===== config.mk =====
export PLATFORM = sky130hd
export DESIGN_NAME = dma_irq_gen
export DESIGN_NICKNAME = d
export VERILOG_FILES = /design/src/rtl/dma_irq_pkg.sv /design/src/rtl/dma_irq_thr_det.sv /design/src/rtl/dma_irq_pend.sv /design/src/rtl/dma_irq_chan.sv /design/src/rtl/dma_irq_gen.sv
export SDC_FILE = /design/constraint.sdc
export NUM_CORES = 1
export LEC_CHECK = 0
export BUFFER_PORTS_ARGS = -buffer_cell sky130_fd_sc_hd__buf_2
export CAP_MARGIN = 10
export CORE_AREA = 4 4 67 69
export DETAILED_ROUTE_END_ITERATION = 10
export DIE_AREA = 0 0 71 73
export GPL_ROUTABILITY_DRIVEN = 0
export PLACE_DENSITY = 0.82
export SLEW_MARGIN = 25
export SYNTH_ARGS = -nofsm -noshare
export SYNTH_HDL_FRONTEND = slang
export SYNTH_HIERARCHICAL = 1
export SYNTH_SLANG_ARGS = --single-unit
export TNS_END_PERCENT = 20

===== constraint.sdc =====
create_clock -name clk -period 1 [get_ports clk]
set_input_delay 0.05 -clock clk [delete_from_list [all_inputs] [get_ports clk]]
set_output_delay 0.05 -clock clk [all_outputs]
set_load 0.005 [all_outputs]

===== src/rtl/dma_irq_pkg.sv =====
package dma_irq_pkg;

   localparam int unsigned CAUSE_N = 3;
   localparam int unsigned IDX_EOB = 0;
   localparam int unsigned IDX_THR = 1;
   localparam int unsigned IDX_EOF = 2;

   // packed order puts eob at bit 0, thr at bit 1, eof at bit 2
   typedef struct packed {
      logic eof;
      logic thr;
      logic eob;
   } cause_t;

endpackage


===== src/rtl/dma_irq_thr_det.sv =====
module dma_irq_thr_det #(
   parameter int unsigned LEN_W = 16,
   parameter int unsigned THR_W = 8
) (
   input  logic             clk,
   input  logic             rst_n,
   input  logic             upd_i,
   input  logic             direct_i,
   input  logic [LEN_W-1:0] len_i,
   input  logic [THR_W-1:0] thr_i,
   output logic             hit_o
);

   generate
      if (THR_W < 1 || LEN_W < THR_W) begin : g_bad_width
         $error("dma_irq_thr_det: need 1 <= THR_W <= LEN_W");
      end
   endgenerate

   logic upper_zero;
   logic match;
   logic seen_q;

   generate
      if (LEN_W > THR_W) begin : g_upper
         assign upper_zero = (len_i[LEN_W-1:THR_W] == '0);
      end else begin : g_no_upper
         assign upper_zero = 1'b1;
      end
   endgenerate

   assign match = direct_i && upper_zero && (len_i[THR_W-1:0] == thr_i);

   // match history, refreshed on every length update
   always_ff @(posedge clk or negedge rst_n) begin
      if (!rst_n) begin
         seen_q <= 1'b0;
      end else if (upd_i) begin
         seen_q <= match;
      end
   end

   assign hit_o = upd_i && match && !seen_q;

endmodule


===== src/rtl/dma_irq_pend.sv =====
module dma_irq_pend #(
   parameter int unsigned W = 3
) (
   input  logic         clk,
   input  logic         rst_n,
   input  logic [W-1:0] set_i,
   input  logic [W-1:0] clr_i,
   output logic [W-1:0] pend_o
);

   generate
      if (W < 1) begin : g_bad_width
         $error("dma_irq_pend: W must be at least 1");
      end
   endgenerate

   logic [W-1:0] pend_q;

   // set has priority over clear
   always_ff @(posedge clk or negedge rst_n) begin
      if (!rst_n) begin
         pend_q <= '0;
      end else begin
         pend_q <= (pend_q & ~clr_i) | set_i;
      end
   end

   assign pend_o = pend_q;

endmodule


===== src/rtl/dma_irq_chan.sv =====
module dma_irq_chan
   import dma_irq_pkg::*;
#(
   parameter int unsigned LEN_W = 16,
   parameter int unsigned THR_W = 8
) (
   input  logic               clk,
   input  logic               rst_n,
   input  logic               buf_done_i,
   input  logic               buf_ie_i,
   input  logic               frame_term_i,
   input  logic               len_upd_i,
   input  logic               direct_i,
   input  logic [LEN_W-1:0]   len_i,
   input  logic [THR_W-1:0]   thr_i,
   input  logic               chan_ie_i,
   input  logic [CAUSE_N-1:0] clr_i,
   output logic [CAUSE_N-1:0] pend_o,
   output logic               irq_o
);

   cause_t set;
   logic   thr_hit;

   dma_irq_thr_det #(
      .LEN_W (LEN_W),
      .THR_W (THR_W)
   ) u_thr (
      .clk      (clk),
      .rst_n    (rst_n),
      .upd_i    (len_upd_i),
      .direct_i (direct_i),
      .len_i    (len_i),
      .thr_i    (thr_i),
      .hit_o    (thr_hit)
   );

   always_comb begin
      set     = '0;
      set.eob = buf_done_i && buf_ie_i;
      set.thr = thr_hit;
      set.eof = frame_term_i;
   end

   dma_irq_pend #(
      .W (CAUSE_N)
   ) u_pend (
      .clk    (clk),
      .rst_n  (rst_n),
      .set_i  (set),
      .clr_i  (clr_i),
      .pend_o (pend_o)
   );

   assign irq_o = chan_ie_i && (|pend_o);

endmodule


===== src/rtl/dma_irq_gen.sv =====
module dma_irq_gen
   import dma_irq_pkg::*;
#(
   parameter int unsigned NUM_CH = 4,
   parameter int unsigned LEN_W  = 16,
   parameter int unsigned THR_W  = 8
) (
   input  logic                      clk,
   input  logic                      rst_n,
   input  logic [NUM_CH-1:0]         buf_done_i,
   input  logic [NUM_CH-1:0]         buf_ie_i,
   input  logic [NUM_CH-1:0]         frame_term_i,
   input  logic [NUM_CH-1:0]         len_upd_i,
   input  logic [NUM_CH-1:0]         direct_i,
   input  logic [NUM_CH*LEN_W-1:0]   len_i,
   input  logic [NUM_CH*THR_W-1:0]   thr_i,
   input  logic [NUM_CH-1:0]         chan_ie_i,
   input  logic                      clr_we_i,
   input  logic [NUM_CH*CAUSE_N-1:0] clr_data_i,
   output logic [NUM_CH*CAUSE_N-1:0] pend_o,
   output logic [NUM_CH-1:0]         irq_o
);

   localparam int unsigned PEND_W = NUM_CH * CAUSE_N;

   generate
      if (NUM_CH < 1) begin : g_bad_count
         $error("dma_irq_gen: NUM_CH must be at least 1");
      end
   endgenerate

   logic [PEND_W-1:0] clr_mask;

   assign clr_mask = clr_we_i ? clr_data_i : '0;

   generate
      for (genvar c = 0; c < NUM_CH; c++) begin : g_ch
         dma_irq_chan #(
            .LEN_W (LEN_W),
            .THR_W (THR_W)
         ) u_chan (
            .clk          (clk),
            .rst_n        (rst_n),
            .buf_done_i   (buf_done_i[c]),
            .buf_ie_i     (buf_ie_i[c]),
            .frame_term_i (frame_term_i[c]),
            .len_upd_i    (len_upd_i[c]),
            .direct_i     (direct_i[c]),
            .len_i        (len_i[c*LEN_W +: LEN_W]),
            .thr_i        (thr_i[c*THR_W +: THR_W]),
            .chan_ie_i    (chan_ie_i[c]),
            .clr_i        (clr_mask[c*CAUSE_N +: CAUSE_N]),
            .pend_o       (pend_o[c*CAUSE_N +: CAUSE_N]),
            .irq_o        (irq_o[c])
         );
      end
   endgenerate

endmodule


After elaboration in Yosys (flattened, before gate mapping)
Cells that the tools add are included.
- bitwise gates (word level): 12
- reduce and logical (&&, ||, !) cells: 36
- equality and inequality tests: 4
- mux-type cells: 1
- operators by type and width (operator ; count):
    $eq A8 B8 Y1 ; 4
    $logic_not A8 Y1 ; 4
    $logic_and A1 B1 Y1 ; 24
    $and A3 B3 Y3 ; 4
    $mux W12 ; 1
    $not A3 Y3 ; 4
    $or A3 B3 Y3 ; 4
    $reduce_or A3 Y1 ; 4
    $logic_not A1 Y1 ; 4
- register bits: 16
- bits of input ports: 135
- output and inout port bits: 16

Logic depth before layout (Yosys ltp)
Gate-level depths: netlist (run 1).
- depth after elaboration: 6
- depth in mapped cells: 4
- depth with buffers taken out: 4

Cells and area by module
The synthesis (run 1) kept the hierarchy.
- by module, submodules not included (module ; times used ; cells an instance ; area an instance (sq um) ; seq. area each (sq um)):
    dma_irq_thr_det ; 4 ; 18 ; 165.2 ; 25.0
    dma_irq_pend ; 4 ; 9 ; 108.9 ; 75.1
    dma_irq_gen ; 1 ; 13 ; 96.3 ; 0.0
    dma_irq_chan ; 4 ; 2 ; 15.0 ; 0.0

Worst setup path before layout (run 1)
No wires, ideal clock.
- path kind: input to register
- from: input port len_i[14]
- to: register g_ch[0].u_chan.u_pend.pend_q[1]
- slack: 0.160 ns
- cell stages on the path: 4
- arrival time: 0.776 ns
- cell sequence: nor4b_2 -> nand4_1 -> nor4_1 -> a21o_1
- RTL lines (item ; RTL line ; RTL):
    from (decl) ; dma_irq_gen.sv:15 ; input logic [NUM_CH*LEN_W-1:0] len_i,
    to (signal assigned) ; dma_irq_pend.sv:24 ; pend_q <= (pend_q & ~clr_i) | set_i;
    to (decl) ; dma_irq_pend.sv:17 ; logic [W-1:0] pend_q;

Worst setup path in the final report (run 1)
- from: register g_ch[1].u_chan.u_pend.pend_q[2]
- to: output port irq_o[1]
- longest elaborated chain between the ends: 2
- ends and longest elaborated chain (item ; RTL line ; RTL):
    from (decl) ; dma_irq_pend.sv:17 ;
    from (signal assigned) ; dma_irq_pend.sv:24 ;
    $reduce_or A3 Y1 ; dma_irq_chan.sv:55 ; assign irq_o = chan_ie_i && (|pend_o);
    $logic_and A1 B1 Y1 ; dma_irq_chan.sv:55 ;
    to (decl) ; dma_irq_gen.sv:21 ; output logic [NUM_CH-1:0] irq_o
No other way between the ends.

==> run_results.csv, run 1 <==
group,metric,value,unit
outcome,status,"complete, but fails checks",
outcome,violations,"setup timing",
drt,ant_nets,0,
worst_setup_path,critPathMaxStageDelay,0.40,ns
cells_and_area,final_cells,341,
place,io_buffers,150,
logic_synthesis,netlist_area,1250,um2
drt,vias,1520,
worst_setup_path,required,0.95,ns
cells_and_area,fillers,385,
logic_synthesis,yosysWarningCount,6,
worst_setup_path,crit_path_end_kind,"output pin",
die,dieArea,5180,um2
power,power.leakage,1.13,nW
cells_and_area,regArea,400,um2
logic_synthesis,yosys-top-cells-count,"32 x xnor2_1, 16 x dfrtp_1, 16 x inv_1",
clocking,clkTransAtPathRegs,0.06,ns
logic_synthesis,synth_compound_gate_area_share,12.8,%
cells_and_area,multiInputGateArea,781,um2
clocking,clkSinkCount,16,
logic_synthesis,ys_ff_latch,16,
power,p_seq_share,39.1,%
die,die_h,73,um
worst_setup_path,worstPathArrival,1.08,ns
logic_synthesis,yosys-top-cells-area,"dfrtp_1 32%, xnor2_1 22%, nor4b_2 9.6%",
logic_synthesis,synth_top_family_by_area,"simple AND/OR/NAND/NOR gates",
clocking,tritoncts,"yes",
logic_synthesis,synthAdderAreaFrac,0,%
drt,vias_per_cell,4.46,
worst_setup_path,cp_max_fo,3,
logic_synthesis,synthXorXnorAreaFrac,22.4,%
worst_hold_path,hp-class,"primary input to flip-flop",
logic_synthesis,seq_area_frac_synth,32.0,%
logic_synthesis,synthDistinctLibCells,14,
drt,drt-pass1-iter-count,2,
drt,drc,0,
place,hpwl,3460,um
cells_and_area,syn_to_final_growth,75.1,%
clocking,cts_inserted_buffers,3,
power,comb_power_share,34.3,%
drt,wire_per_inst,11.6,um
timing,period_needed,1.13,ns
timing,maxSlewHeadroom,75.5,%
timing,tightest_slew,0.368,ns
global_routing,antenna_found_initial,0,
timing,timing.final.ws_setup,-0.128,ns
worst_setup_path,critical_path.top_delay_family,"flip-flops",
logic_synthesis,synth-edff-count,0,
logic_synthesis,synth_top_area_share,32.0,%
clocking,worstSkewPairLatency,0.24,ns
logic_synthesis,ys.flop_type,"dfrtp_1",
global_routing,grt_pass1_wl,6190,um
place,post-place-ws,-0.0642,ns
clocking,cts.htree.levels,1,
worst_setup_path,critPathKind,"flip-flop to output pin",
timing,clock_skew,0.000742,ns
timing,rsz0062_at_grt,"yes",
power,p_int,0.00133,W
die,chipWidth,71,um
drt,routed_wl,3950,um
power,clockPowerShare,26.6,%
cells_and_area,drive_above_1_share,58.4,%
worst_setup_path,cpMaxStageDelayCell,"dfrtp_1",
logic_synthesis,async_flop_share,100,%
drt,drt-initial-drc-count,12,
logic_synthesis,yosysTopAreaCell,"dfrtp_1",
worst_setup_path,path_buf_inv,1,
power,power_density,814,nW/um2
power,irDropWorstVdd,0.882,mV
logic_synthesis,yosysMostFrequentCell,"xnor2_1",
timing,hold_violations,0,
cells_and_area,antenna_cells,0,
die,num_rows,23,
power,switchingPower,0.000451,W
cells_and_area,fin_nets,428,
logic_synthesis,synthCells,129,
power,swShare,25.3,%
logic_synthesis,synth.avg_cell_area,9.71,um2
die,start_util,32.0,%
timing,drv_slew,0,
place,dp_cells,328,
logic_synthesis,synth_simple_gate_area_share,27.2,%
timing,setup_viol,4,
timing,finalCritPeriodShare,113,%
global_routing,grt_max_degree,17,
worst_setup_path,start_kind,"flip-flop",
worst_setup_path,path_cells,"o31a_1, buf_2",
global_routing,grt_pass1_vias,1599,
logic_synthesis,synthesis.nets,264,
flow_run,max-cap-violations,0,
clocking,cts_root_buf,"clkbuf_8",
logic_synthesis,synth_mux_area_share,0,%
clocking,cts.path.max_buffers,2,
timing,fmax,887,MHz
global_routing,gr-total-overflow,0,
global_routing,grt_use_total,14.8,%
die,core_area,3910,um2
die,io_pins,151,
-- routing by layer --
metal	GRT usage, %	share of wire [%]	vias to the layer above	wire length, um
li1	-	-	773	-
met1	14.4	33	662	1310
met2	30.0	55	81	2170
met3	4.41	10	4	414
met4	3.76	1.1	0	42
met5	0	0	-	0
-- sequential cells by signal (all words and copies together) (netlist names) --
| register | cells |
|---|---|
| g_ch.u_chan/u_pend/pend_o | 12 |
| g_ch.u_chan/u_thr/seen_q | 4 |
-- kinds of logic (layout without fill, tap and decap cells) --
kind of cell | count (synthesis) | after routing
flip-flops | 16 | 16
XOR/XNOR | 32 | 32
AO/OA/AOI/OAI | 20 | 20
AND/OR/NAND/NOR | 44 | 44
buffers and inverters | 17 | 179
-- cell type report --
cell class	instances	area share (%)
Inverter	16	2.74
Tap cell	50	2.85
Sequential cell	16	18.3
Multi-Input combinational cell	96	35.6
Clock buffer	3	1.88
Timing Repair Buffer	160	38.7
-- power groups by stage --
stage | logic, W | clock network, W | registers [W]
after detailed placement | 0.000587 | 0 | 0.000711
final | 0.000612 | 0.000475 | 0.000699
after global placement | 0.000569 | 0 | 0.000710
after global routing | 0.000680 | 0.000537 | 0.000703
after floorplan | 0.000224 | 0 | 0.000712
after CTS | 0.000621 | 0.000501 | 0.000699
-- cells in the final DEF, fill, tap and decap left out, types with 8 or more instances in the layout --
master	instances
buf_2	150
xnor2_1	32
inv_1	16
dfrtp_1	16
a21o_1	12
dlygate4sd3_1	9
and2_1	8
and2_2	8
nor4b_2	8
nand4_1	8
-- repair_timing --
item                       4_1_cts  5_1_grt
resized for setup                0        0
setup endpoints to repair        4        4
hold endpoints to repair        24        0
pin swaps                        2        2
setup buffers                    1        0
hold buffers                     9        0
-- path summary, 6_finish.rpt --
| check | from | cells after the start | slack [ns] | to |
|---|---|---|---|---|
| min in group asynchronous | rst_n | 2 | 0.26 | g_ch[0].u_chan/u_thr/seen_q |
| hold / removal | buf_ie_i[1] | 3 | 0.09 | g_ch[1].u_chan/u_pend/pend_o[0] |
| setup / recovery | g_ch[1].u_chan/u_pend/pend_o[2] | 2 | -0.13 | irq_o[1] |
| setup reg to reg | g_ch[1].u_chan/u_thr/seen_q | 2 | 0.14 | g_ch[1].u_chan/u_pend/pend_o[1] |
| max in group asynchronous | rst_n | 2 | 0.47 | g_ch[2].u_chan/u_pend/pend_o[0] |
| hold reg to reg | g_ch[2].u_chan/u_pend/pend_o[2] | 1 | 0.50 | g_ch[2].u_chan/u_pend/pend_o[2] |
-- tightest hold or removal path, cell delays in order --
cell and delay, ns:
buf_2 0.07, and2_1 0.11, a21o_1 0.07
-- stage by stage --
step / TNS, ns / util, % / cell area [um2] / power [W] / hold WS, ns
floorplan: 0 / - / 1250 / 0.000936 / -0.246
global placement: -0.0568 / 52.5 / 2050 / 0.00128 / -0.00981
detailed placement: -0.198 / 52.5 / 2050 / 0.00130 / -0.00987
CTS: -0.438 / 56.0 / 2190 / 0.00182 / 0.0805
global route: -0.646 / 56.0 / 2190 / 0.00192 / 0.0945
finish: -0.417 / 56.0 / 2190 / 0.00179 / 0.0860
(Power assumes the default switching activity.)
==> run 2, diff against run 1 <==
--- a/config.mk
+++ b/config.mk
@@ -7,11 +7,11 @@
 export LEC_CHECK = 0
 export BUFFER_PORTS_ARGS = -buffer_cell sky130_fd_sc_hd__buf_2
 export CAP_MARGIN = 10
-export CORE_AREA = 4 4 67 69
+export CORE_AREA = 4 4 64 66
 export DETAILED_ROUTE_END_ITERATION = 10
-export DIE_AREA = 0 0 71 73
+export DIE_AREA = 0 0 68 70
 export GPL_ROUTABILITY_DRIVEN = 0
-export PLACE_DENSITY = 0.82
+export PLACE_DENSITY = 0.89
 export SLEW_MARGIN = 25
 export SYNTH_ARGS = -nofsm -noshare
 export SYNTH_HDL_FRONTEND = slang
==> constraint.sdc (replaced) <==
create_clock -name clk -period 1.35 [get_ports clk]
set_input_delay 0.0675 -clock clk [delete_from_list [all_inputs] [get_ports clk]]
set_output_delay 0.0675 -clock clk [all_outputs]
set_load 0.005 [all_outputs]
==> run 2 against run 1 <==
Effect of this change: the run now ends clean; first-iteration DRC count stayed put; setup slack better by 0.19 ns; worst hold slack got worse by 0.023 ns; clock skew fell by 0.00065 ns; global-route usage up 2.6 points; core utilization is 4.8 points higher; routed wire length increased by 7.0%.
==> run_results.csv, run 2 (synthesis results as in run 1) <==
group,metric,value,unit
clocking,worstSkewPairLatency,0.28,ns
global_routing,grt_max_degree,17,
clocking,hold_buffers,9,
worst_setup_path,start_kind,"primary input",
cells_and_area,drive_above_1_share,58.4,%
flow_run,max-cap-violations,0,
place,post-place-ws,0.212,ns
worst_setup_path,crit_path_end_kind,"flip-flop",
die,io_pins,151,
clocking,clkTransAtPathRegs,0.10,ns
clocking,postCtsSetupRepairBufs,0,
clocking,cts_root_buf,"clkbuf_4",
drt,drt-initial-drc-count,12,
power,irDropWorstVdd,0.500,mV
place,dp_cells,326,
global_routing,busiest_layer,"met2",
worst_setup_path,rrSetupSlack,0.44,ns
place,io_buffers,150,
worst_setup_path,critPathKind,"primary input to flip-flop",
die,die_h,70,um
cells_and_area,final_cells,339,
die,start_util,35.0,%
timing,timing.final.ws_setup,0.0592,ns
worst_setup_path,r2r_start,"g_ch[0].u_chan/u_thr/seen_q",
timing,drv_slew,0,
clocking,clkSinkCount,16,
timing,maxSlewHeadroom,75.9,%
drt,routed_wl,4220,um
cells_and_area,antenna_cells,0,
worst_setup_path,cp_max_fo,2,
outcome,status,"completed",
timing,setup_viol,0,
drt,vias_per_cell,4.48,
cells_and_area,largest_register_ffs,12,
clocking,cts-resized-gates,0,
die,chipWidth,68,um
drt,ant_nets,0,
global_routing,grt_use_met1,17.1,%
clocking,cts.htree.levels,1,
cells_and_area,final_common_cell,"buf_2",
cells_and_area,syn_to_final_growth,73.9,%
drt,vias,1520,
power,power_density,590,nW/um2
global_routing,antenna_found_initial,0,
drt,drc,0,
timing,clock_skew,0.0000946,ns
timing,finalCritPeriodShare,95.6,%
worst_hold_path,hp-class,"primary input to flip-flop",
worst_setup_path,required,1.58,ns
clocking,cts.path.max_buffers,2,
global_routing,grt_util_met3,4.18,%
power,power.leakage,1.13,nW
worst_setup_path,setup.worst_path.start,"len_upd_i[0]",
timing,fin_setup_tns,0,ns
place,hpwl,3650,um
worst_setup_path,worstPathArrival,1.52,ns
die,num_rows,22,
drt,wire_per_inst,12.5,um
die,dieArea,4760,um2
clocking,cts_inserted_buffers,3,
global_routing,gr-total-overflow,0,
cells_and_area,fin_nets,427,
cells_and_area,mostFrequentLayoutCells,"150 x buf_2, 32 x xnor2_1, 16 x inv_1, 16 x dfrtp_1, 12 x a21o_1",
timing,rsz0062_at_grt,"no",
timing,hold_violations,0,
global_routing,met2_usage,34.2,%
timing,tightest_slew,0.361,ns
timing,period_needed,1.29,ns
global_routing,grt_pass1_wl,6420,um
timing,fmax,775,MHz
global_routing,grt_use_total,17.4,%
worst_hold_path,hp-start,"buf_ie_i[0]",
global_routing,grt_pass1_vias,1551,
die,core_area,3580,um2
drt,drt-pass1-iter-count,4,
clocking,tritoncts,"yes",
[run 2: cell count changes in the layout (fill, tap and decap cells not counted)]
| cell | previous run | this run |
|---|---|---|
| clkbuf_8 | 3 | 1 |
| buf_4 | 1 | 0 |
| clkbuf_4 | 0 | 3 |
[run 2: power breakdown]
part           leakage (nW)  switching (W)  internal [W]
Combinational         0.910       0.000165      0.000287
Sequential            0.197      0.0000179      0.000501
Clock                0.0210       0.000150      0.000164
[run 2: final cells by class]
cell class              count  area (um2)
repair buffers            159         841
clock buffers               4        36.3
multi-input cells          96         781
flip-flops and latches     16         400
inverters                  16        60.1
fillers                   325        1400
well taps                  48        60.1
[run 2: through the flow]
stage / hold WS (ns) / utilization (%) / total power (W) / area [um2]
global placement: 0.00417 / 57.3 / 0.000948 / 2050
floorplan: -0.228 / - / 0.000694 / 1250
finish: 0.0634 / 60.9 / 0.00129 / 2180
global route: 0.0745 / 60.9 / 0.00138 / 2180
detailed placement: 0.00661 / 57.3 / 0.000965 / 2050
CTS: 0.0546 / 60.9 / 0.00130 / 2180
[run 2: worst paths after layout]
kind                                                   end  cells past startpoint
max                        g_ch[0].u_chan/u_pend/pend_o[1]                      6
min                        g_ch[0].u_chan/u_pend/pend_o[0]                      3
max reg2reg                g_ch[0].u_chan/u_pend/pend_o[1]                      2
min reg2reg                g_ch[2].u_chan/u_pend/pend_o[2]                      1
max in group asynchronous      g_ch[3].u_chan/u_thr/seen_q                      2
min in group asynchronous  g_ch[1].u_chan/u_pend/pend_o[1]                      2
[run 2: worst max-delay path: stages]
cell and delay (ns):
dlygate4sd3_1 0.51, buf_2 0.10, nor4b_2 0.21, nand4_1 0.16
nor4_1 0.35, a21o_1 0.12
[run 2: routing by layer]
layer / routed length (um) / up-vias / share of wire (%)
met2: 2430 / 67 / 58
met5: 0 / - / 0
met3: 325 / 8 / 7.7
li1: - / 772 / -
met4: 82 / 0 / 1.9
met1: 1380 / 673 / 33
